## config.mk

```make
export PLATFORM = sky130hd
export DESIGN_NAME = prd_dma_engine
export DESIGN_NICKNAME = d
export VERILOG_FILES = /design/src/rtl/prd_dma_pkg.sv /design/src/rtl/prd_desc_check.sv /design/src/rtl/prd_mem_port.sv /design/src/rtl/prd_dma_engine.sv
export SDC_FILE = /design/constraint.sdc
export NUM_CORES = 1
export LEC_CHECK = 0
export ABC_AREA = 1
export ABC_CLOCK_PERIOD_IN_PS = 3100
export CELL_PAD_IN_SITES_DETAIL_PLACEMENT = 1
export CELL_PAD_IN_SITES_GLOBAL_PLACEMENT = 2
export CORE_ASPECT_RATIO = 0.75
export CORE_UTILIZATION = 29
export CTS_CLUSTER_SIZE = 20
export DETAILED_ROUTE_END_ITERATION = 12
export GPL_TIMING_DRIVEN = 0
export HOLD_SLACK_MARGIN = 0.02
export PLACE_DENSITY = 0.84
export SLEW_MARGIN = 25
export SYNTH_ARGS = -nofsm -noshare
export SYNTH_HDL_FRONTEND = slang
export SYNTH_SLANG_ARGS = --single-unit
```

## constraint.sdc

```tcl
create_clock -name clk -period 3.1 [get_ports clk]
set_input_delay 0.465 -clock clk [delete_from_list [all_inputs] [get_ports clk]]
set_output_delay 0.465 -clock clk [all_outputs]
set_load 0.01 [all_outputs]
```

## src/rtl/prd_dma_pkg.sv

```systemverilog
package prd_dma_pkg;
    typedef enum logic [2:0] {
        ST_IDLE     = 3'd0,
        ST_FETCH_LO = 3'd1,
        ST_FETCH_HI = 3'd2,
        ST_CHECK    = 3'd3,
        ST_MOVE_A   = 3'd4,
        ST_MOVE_B   = 3'd5
    } dma_st_e;

    localparam int DESC_SHIFT = 3;   // 8 bytes per descriptor
endpackage

```

## src/rtl/prd_desc_check.sv

```systemverilog
module prd_desc_check #(
    parameter int DATA_W  = 32,
    parameter int CNT_W   = 16,
    parameter int WORD_SH = $clog2(DATA_W / 8),
    parameter int WORDS_W = CNT_W + 1 - WORD_SH
) (
    input  logic [DATA_W-1:0]  buf_addr,
    input  logic [CNT_W-1:0]   byte_cnt,
    output logic [WORDS_W-1:0] words,
    output logic               crosses
);
    logic [CNT_W:0]    bytes;
    logic [DATA_W-1:0] last_byte;

    always_comb begin
        // zero count encodes the full window size
        bytes     = (byte_cnt == '0) ? {1'b1, {CNT_W{1'b0}}} : {1'b0, byte_cnt};
        last_byte = buf_addr + DATA_W'(bytes) - DATA_W'(1);
        crosses   = last_byte[DATA_W-1:CNT_W] != buf_addr[DATA_W-1:CNT_W];
        words     = bytes[CNT_W:WORD_SH];
    end
endmodule

```

## src/rtl/prd_mem_port.sv

```systemverilog
module prd_mem_port
    import prd_dma_pkg::*;
#(
    parameter int DATA_W = 32,
    parameter int IDX_W  = 13
) (
    input  dma_st_e           st,
    input  logic              dir,
    input  logic [DATA_W-1:0] table_base,
    input  logic [IDX_W-1:0]  idx,
    input  logic [DATA_W-1:0] addr,
    input  logic [DATA_W-1:0] data,
    input  logic              table_end,
    output logic              mem_req,
    output logic              mem_we,
    output logic [DATA_W-1:0] mem_addr,
    output logic [DATA_W-1:0] mem_wdata,
    output logic              dev_in_ready,
    output logic              dev_out_valid,
    output logic              dev_out_last
);
    logic [DATA_W-1:0] desc_addr;

    always_comb begin
        desc_addr     = table_base + {{(DATA_W-IDX_W-DESC_SHIFT){1'b0}}, idx, {DESC_SHIFT{1'b0}}};
        mem_req       = 1'b0;
        mem_we        = 1'b0;
        mem_addr      = '0;
        mem_wdata     = data;
        dev_in_ready  = 1'b0;
        dev_out_valid = 1'b0;
        dev_out_last  = 1'b0;
        unique case (st)
            ST_FETCH_LO: begin
                mem_req  = 1'b1;
                mem_addr = desc_addr;
            end
            ST_FETCH_HI: begin
                mem_req  = 1'b1;
                mem_addr = desc_addr + DATA_W'(4);
            end
            ST_MOVE_A: begin
                if (dir) begin
                    dev_in_ready = 1'b1;
                end else begin
                    mem_req  = 1'b1;
                    mem_addr = addr;
                end
            end
            ST_MOVE_B: begin
                if (dir) begin
                    mem_req  = 1'b1;
                    mem_we   = 1'b1;
                    mem_addr = addr;
                end else begin
                    dev_out_valid = 1'b1;
                    dev_out_last  = table_end;
                end
            end
            default: ;
        endcase
    end
endmodule

```

## src/rtl/prd_dma_engine.sv

```systemverilog
module prd_dma_engine
    import prd_dma_pkg::*;
#(
    parameter int DATA_W = 32,
    parameter int CNT_W  = 16,
    parameter int IDX_W  = 13
) (
    input  logic              clk,
    input  logic              rst_n,
    input  logic              start,
    input  logic              stop,
    input  logic              to_mem,
    input  logic [DATA_W-1:0] table_base,
    output logic              mem_req,
    output logic              mem_we,
    output logic [DATA_W-1:0] mem_addr,
    output logic [DATA_W-1:0] mem_wdata,
    input  logic              mem_ack,
    input  logic [DATA_W-1:0] mem_rdata,
    input  logic              mem_err,
    input  logic              dev_in_valid,
    output logic              dev_in_ready,
    input  logic [DATA_W-1:0] dev_in_data,
    input  logic              dev_in_last,
    output logic              dev_out_valid,
    input  logic              dev_out_ready,
    output logic [DATA_W-1:0] dev_out_data,
    output logic              dev_out_last,
    output logic              busy,
    output logic              done,
    output logic              err
);
    localparam int WORD_SH = $clog2(DATA_W / 8);
    localparam int WORDS_W = CNT_W + 1 - WORD_SH;

    typedef struct packed {
        dma_st_e            st;
        logic               dir;
        logic [IDX_W-1:0]   idx;
        logic [DATA_W-1:0]  lo;
        logic [CNT_W-1:0]   cnt;
        logic               lflag;
        logic [DATA_W-1:0]  addr;
        logic [WORDS_W-1:0] words;
        logic               last;
        logic [DATA_W-1:0]  data;
        logic               done;
        logic               err;
    } eng_state_t;

    eng_state_t q, d;
    logic [WORDS_W-1:0] ck_words;
    logic ck_crosses, fin_word, table_end, step, fail;

    prd_desc_check #(.DATA_W(DATA_W), .CNT_W(CNT_W)) u_check (
        .buf_addr (q.lo),
        .byte_cnt (q.cnt),
        .words    (ck_words),
        .crosses  (ck_crosses)
    );

    assign fin_word  = q.words == WORDS_W'(1);
    assign table_end = fin_word && q.last;

    prd_mem_port #(.DATA_W(DATA_W), .IDX_W(IDX_W)) u_port (
        .st            (q.st),
        .dir           (q.dir),
        .table_base    (table_base),
        .idx           (q.idx),
        .addr          (q.addr),
        .data          (q.data),
        .table_end     (table_end),
        .mem_req       (mem_req),
        .mem_we        (mem_we),
        .mem_addr      (mem_addr),
        .mem_wdata     (mem_wdata),
        .dev_in_ready  (dev_in_ready),
        .dev_out_valid (dev_out_valid),
        .dev_out_last  (dev_out_last)
    );

    always_comb begin
        d      = q;
        d.done = 1'b0;
        d.err  = 1'b0;
        step   = 1'b0;
        fail   = 1'b0;
        unique case (q.st)
            ST_IDLE: begin
                if (start && !stop) begin
                    d.st  = ST_FETCH_LO;
                    d.idx = '0;
                    d.dir = to_mem;
                end
            end
            ST_FETCH_LO: begin
                if (mem_ack) begin
                    fail = mem_err;
                    d.lo = mem_rdata;
                    d.st = ST_FETCH_HI;
                end
            end
            ST_FETCH_HI: begin
                if (mem_ack) begin
                    fail    = mem_err;
                    d.cnt   = mem_rdata[CNT_W-1:0];
                    d.lflag = mem_rdata[DATA_W-1];
                    d.st    = ST_CHECK;
                end
            end
            ST_CHECK: begin
                fail    = ck_crosses;
                d.addr  = q.lo;
                d.words = ck_words;
                d.last  = q.lflag;
                d.st    = ST_MOVE_A;
            end
            ST_MOVE_A: begin
                if (q.dir) begin
                    if (dev_in_valid) begin
                        fail   = dev_in_last != table_end;
                        d.data = dev_in_data;
                        d.st   = ST_MOVE_B;
                    end
                end else if (mem_ack) begin
                    fail   = mem_err;
                    d.data = mem_rdata;
                    d.st   = ST_MOVE_B;
                end
            end
            ST_MOVE_B: begin
                if (q.dir) begin
                    fail = mem_ack && mem_err;
                    step = mem_ack && !mem_err;
                end else begin
                    step = dev_out_ready;
                end
            end
            default: d.st = ST_IDLE;
        endcase

        if (step) begin
            d.words = q.words - WORDS_W'(1);
            d.addr  = q.addr + DATA_W'(DATA_W / 8);
            if (!fin_word) begin
                d.st = ST_MOVE_A;
            end else if (q.last) begin
                d.st   = ST_IDLE;
                d.done = 1'b1;
            end else begin
                d.idx = q.idx + IDX_W'(1);
                d.st  = ST_FETCH_LO;
            end
        end
        if (fail) begin
            d.st  = ST_IDLE;
            d.err = 1'b1;
        end
        if (stop && q.st != ST_IDLE) begin
            d.st   = ST_IDLE;
            d.done = 1'b0;
            d.err  = 1'b0;
        end
    end

    always_ff @(posedge clk) begin
        if (!rst_n) q <= '0;
        else        q <= d;
    end

    assign busy         = q.st != ST_IDLE;
    assign done         = q.done;
    assign err          = q.err;
    assign dev_out_data = q.data;

    // an unanswered request is held unchanged
    p_req_hold_r2: assert property (@(posedge clk) disable iff (!rst_n)
        (mem_req && !mem_ack && !stop) |=> (mem_req && $stable(mem_addr) && $stable(mem_we)));

    // start from idle engages the engine
    p_start_busy_r2: assert property (@(posedge clk) disable iff (!rst_n)
        (!busy && start && !stop) |=> busy);

    p_done_idle_r7: assert property (@(posedge clk) disable iff (!rst_n)
        done |-> (!busy && !err));

    p_err_idle_r10: assert property (@(posedge clk) disable iff (!rst_n)
        err |-> !busy);

    p_stop_abort_r11: assert property (@(posedge clk) disable iff (!rst_n)
        (busy && stop) |=> (!busy && !done && !err));

    p_dir_hold_r12: assert property (@(posedge clk) disable iff (!rst_n)
        busy |=> (!busy || $stable(q.dir)));
endmodule

```

# --- Word-level counts from Yosys, hierarchy flattened ---
# Index checks and enable logic that the tools add are counted.
totals:
  reg_bits: 148
  latchBits: 0
  mem_bits_rw: 0
  rom_bits: 0
  inputBits: 106
  output_inout_bits: 104
  wordCells: 98
  memories: 0
op_classes:
  add_sub_neg: 7
  mul: 0
  div: 0
  order_cmp: 0
  eq_ne: 15
  n_shift: 0
  muxes: 40
  n_bitwise: 3
  reduce_logical: 21
ops:
  columns: ["cell", "count"]
  rows:
  - ["$mux W32", 5]
  - ["$pmux W32 S4", 1]
  - ["$add A32 B3 Y32 const B", 2]
  - ["$mux W13", 4]
  - ["$mux W48", 1]
  - ["$mux W47", 1]
  - ["$mux W17", 2]
  - ["$add A32 B16 Y32", 1]
  - ["$add A32 B17 Y32", 1]
  - ["$sub A32 B1 Y32 const B", 1]
  - ["$mux W3", 7]
  - ["$pmux W3 S6", 1]
  - ["$logic_not A16 Y1", 1]
  - ["$mux W1", 16]
  - ["$ne A16 B16 Y1", 1]
  - ["$eq A15 B1 Y1 const B", 1]
  - ["$sub A15 B1 Y15 const B", 1]
  - ["$add A13 B1 Y13 const B", 1]
  - ["$ne A3 B3 Y1 const B", 3]
  - ["$ne A4 B4 Y1 const B", 2]
  - ["$eq A3 B2 Y1 const B", 2]
  - ["$eq A3 B3 Y1 const B", 2]
  - ["$reduce_and A2 Y1", 3]
  - ["$reduce_and A6 Y1", 1]
  - ["other kinds (15)", 25]

# --- Depth between registers and ports, before layout ---
depth:
  depth_word: 7
  mapped_depth: 24
  mapped_depth_nobuf: 24

# --- Modules after synthesis ---
# A second synthesis with hierarchy kept.
hier_totals:
  cells_unflattened: 2361
  area_unflattened_um2: 13689.4
modules_own_cells:
  columns: ["mod", "n_inst", "cells_each", "area_per_inst_um2", "seq_area_each_um2"]
  rows:
  - ["prd_dma_engine", 1, 1139, 7618.6, 2962.8]
  - ["prd_mem_port", 1, 637, 3230.6, 0.0]
  - ["prd_desc_check", 1, 585, 2840.2, 0.0]

# --- Worst setup path before layout ---
# OpenSTA, ideal clock, no wires.
synth_timing:
  path_kind: "input to output"
  start: "in table_base[3]"
  end: "out mem_addr[19]"
  t_arrival_ps: 2485
  required_ps: 2635
  setup_slack_ps: 150
  path_stages: 16
  path_buffers: 0
  path_cell_list: "ha_1 fa_1 nand3_1 nor2_1 nand2_1 nor2_1 nand2_2 inv_2 nand2_2 nor2_4 nand3_2 nor2_2 nand2_1 nand2_1 nand3_1 nand3_1"
synth_between:
  elab_chain_cells: 3
synth_rtl:
  columns: ["element", "line_no", "source"]
  rows:
  - ["from (decl)", "prd_dma_engine.sv:13", "input logic [DATA_W-1:0] table_base,"]
  - ["$add A32 B16 Y32 (*)", "prd_mem_port.sv:25", "desc_addr = table_base + {{(DATA_W-IDX_W-DESC_SHIFT){1'b0}}, idx, {DESC_SHIFT{1'b0}}};"]
  - ["$add A32 B3 Y32", "prd_mem_port.sv:40", "mem_addr = desc_addr + DATA_W'(4);"]
  - ["$pmux W32 S4 (*)", "prd_mem_port.sv:33", "unique case (st)"]
  - ["to (decl)", "prd_dma_engine.sv:16", "output logic [DATA_W-1:0] mem_addr,"]
# Mark *: on every way between the ends. The rest lies on a longest branch, timed or not.

# --- Worst setup path after layout ---
layout_timing:
  start: "reg q[131] (netlist bit)"
  end: "out mem_addr[27]"
layout_between:
  elab_chain_cells: 3
layout_rtl:
  columns: ["element", "line_no", "source"]
  rows:
  - ["from (decl)", "prd_dma_engine.sv:51", "eng_state_t q, d;"]
  - ["from (signal assigned)", "prd_dma_engine.sv:167", "if (!rst_n) q <= '0;"]
  - ["from (signal assigned)", "prd_dma_engine.sv:168", "else q <= d;"]
  - ["$add A32 B16 Y32 (*)", "prd_mem_port.sv:25", null]
  - ["$add A32 B3 Y32", "prd_mem_port.sv:40", null]
  - ["$pmux W32 S4 (*)", "prd_mem_port.sv:33", null]
# Marks and branches as above.

==> reports/results.tsv <==
stage	metric	value	unit
grt	GRT Total Usage	26.2	%
sta	Slew Viols, Final	0	
floorplanning	# rows	66	
finish	area grow syn2layout	47.6	%
critical_path	Worst Reg-to-Reg Cells	22	
sta	max_slew headroom	42.1	%
floorplanning	die height	185	um
grt	antenna violations before repair	0	
critical_path	Startpoint Class	flip-flop	
route	vias	15800	
synth	Synth Instances	2144	
sta	Final setup viols	25	
critical_path	Crit Path Category	reg2out	
synth	Post-synth EDFFs	0	
route	DR iter-0 viols	1052	
route	drt via density	5.15	
synth	syn nets	2314	
finish	# nets final	2647	
sta	Tmin final	3.62	ns
synth	Synth area leader	dfxtp_1	
synth	ranking of synthesized cells by area	dfxtp_1 (23%), nand2_1 (17%), inv_1 (10%)	
outcome	violated checks	setup timing	
clock_tree	CTS max path bufs	2	
power_and_ir_drop	leak pwr	8.58	nW
power_and_ir_drop	pwr/cell area	738	mW/mm2
critical_path	worst stage delay on the critical path	0.36	ns
grt	vias in the first global route	15700	
grt	first-pass GRT wire length	91.7	mm
outcome	status	finished with violations	
worst_hold_path	hold path depth	2	
flow_run	max cap viols	0	
floorplanning	Top-Level Pins	210	
sta	RSZ-0062 raised after global routing	yes	
synth	most common cell in the netlist	nand2_1	
sta	final setup margin	-0.525	ns
sta	Final Hold Fails	0	
place	port bufs	209	
sta	FMAX	0.276	GHz
synth	Syn Std Cell Area	0.0129	mm2
critical_path	CP endpoint kind	output port	
finish	Filler cells	5512	
clock_tree	CTS Sinks	148	
grt	pin count of the biggest net entering global routing	17	
critical_path	CP bufs+invs	3	
route	Avg WL per Cell	20.2	um
critical_path	Cell Chain, Critical Path	ha_4 > fa_2 > nand3_2 > nand3_4 > nand3_4 > nand2_8 > xor2_4 > buf_6 > nand2_4 > nor2_4 > nand2_2 > nor2_4 > buf_12 > nand3_2 > nand2_1 > nand3_2 > nand3_2 > buf_6	
place	Routability Congestion	0.912	
worst_hold_path	min-delay worst type	reg2reg	
synth	ys flop type	dfxtp_1	
synth	Synth cell types	53	
synth	sequential fraction of the synthesis area	22.9	%
clock_tree	Worst-Skew Late Latency	0.45	ns
route	DRC errors left	0	
synth	list of most frequent post-synthesis cells	nand2_1 (589), inv_1 (350), nor2_1 (152), dfxtp_1 (148), nand3_1 (140)	
sta	Layout Skew	0.00747	ns
critical_path	kind of cell adding the most delay to the critical path	simple AND/OR/NAND/NOR gates	
sta	TNS Setup	-9.68	ns
clock_tree	Num CTS Buffers	17	
floorplanning	Initial Utilization	29.6	%
floorplanning	core footprint	0.0437	mm2
critical_path	Top cell by count, worst path	nand3_2	
finish	n_diodes	0	
place	DP HPWL	47.4	mm
critical_path	CP max FO	4	
synth	post-synthesis register bit count	148	
clock_tree	CTS tree	built	
finish	Finished Layout Cells	3068	
critical_path	CP Depth	18	
clock_tree	# hold bufs at CTS	0	
finish	share of cells above drive strength 1	24.6	%
synth	Synth async-reset ratio	0	%
critical_path	CP Data Arrival Time	3.16	ns
clock_tree	root buffer selected by CTS	clkbuf_16	
floorplanning	die area	0.0454	mm2
route	antenna viol nets, final	0	
clock_tree	clock-pin transition on the worst setup and hold timing paths	0.07	ns
synth	syn_area_per_cell	6.03	um2
place	Cells after DPL	2931	
critical_path	Crit-path slowest cell	dfxtp_4	
synth	Warnings, synthesis	0	
sta	Final Cycle Share	117	%
route	DRT Pass-1 Iters	5	
power_and_ir_drop	Overall Power	14.1	mW
synth	Synth top area share	22.9	%
grt	GRT Residual Overflow	0	
sta	worst-margin pin slew	0.859	ns
clock_tree	H-Tree Depth	4	
place	Placement Setup Slack	-1.56	ns
floorplanning	Die W	246	um
critical_path	CP Data Required Time	2.63	ns
power_and_ir_drop	maximum VDD drop	0.514	mV
route	Routed WL	61.9	mm
routing by layer:
layer / GRT usage [%] / wire length (um) / up-vias
met5: 0 / 0 / -
met1: 39.4 / 30900 / 7695
met2: 39.6 / 26800 / 486
li1: - / - / 7537
met4: 4.72 / 777 / 0
met3: 3.51 / 3430 / 68
registers in the layout, indices dropped and copies added, names as in the netlist:
name and cells:
err 1, dev_out_data 32, done 1, q 114
timing repair:
action | in CTS | in global routing
pin swaps | 110 | 80
cloned | 1 | 0
setup buffers | 61 | 43
gates resized for setup | 453 | 168
setup endpoints to repair | 36 | 35
where the power goes:
group | switching [mW] | internal [mW]
clock network | 0.978 | 1.47
registers | 0.199 | 2.05
logic | 6.13 | 3.26
total | 7.30 | 6.77
kinds of logic (layout without fill, tap and decap cells):
kind of cell	Yosys count	in the layout	share of synthesized area, %
AO/OA/AOI/OAI	355	355	15.6
XOR/XNOR	46	46	3.47
adder cells (fa/ha/maj)	64	64	6.26
buffers and inverters	487	833	16.1
flip-flops	148	148	22.9
multiplexers	1	1	0.0775
AND/OR/NAND/NOR	1043	1043	35.6
tightest hold or removal path, delay by kind of cell, from the launching register on:
family / cells / cell delay (ns)
compound gates: 1 / 0.06
simple gates: 1 / 0.06
flops: 1 / 0.32
through the flow:
step,hold slack [ns],utilization (%),instance area (um2)
after detailed placement,0.475,36.0,15700
after CTS,0.490,41.7,18200
after global routing,0.519,43.7,19100
after floorplan,0.445,-,12900
final,0.486,43.7,19100
after global placement,0.476,36.0,15700
final timing paths:
check | slack [ns] | from | end
worst max register to register | -0.01 | q[89] | q[146]
worst max-delay path | -0.52 | q[131] | mem_addr[27]
worst min-delay path | 0.49 | q[50] | q[50]
worst min register to register | 0.49 | q[50] | q[50]
cell usage in the layout (no fill, tap or decap), types with 19 or more instances in the layout:
cell             count
clkdlybuf4s50_1    164
nor2_1              93
nor2_4              50
xor2_1              27
dfxtp_1            121
buf_4              150
nand2_2             60
nor2_2              39
buf_6               23
clkbuf_1            49
a31oi_1             62
inv_2               25
nand4_1             33
a21oi_1             96
nand2_1            508
buf_2               19
nor3_1              19
dfxtp_2             22
ha_1                46
o21ai_0            112
nand2_4             43
nand3_1             96
inv_1              329
nand3_2             36
final cells by class:
type / count / area (um2) / area share (%)
buffer: 122 / 732 / 3.84
clock buffer: 19 / 443 / 2.32
clock inverter: 13 / 219 / 1.15
inverter: 365 / 1400 / 7.32
multi-input combinational: 1509 / 9620 / 50.4
sequential: 148 / 3010 / 15.8
tap: 578 / 723 / 3.79
timing repair buffer: 314 / 2930 / 15.4
No activity file was read; power rests on OpenSTA's default activity.
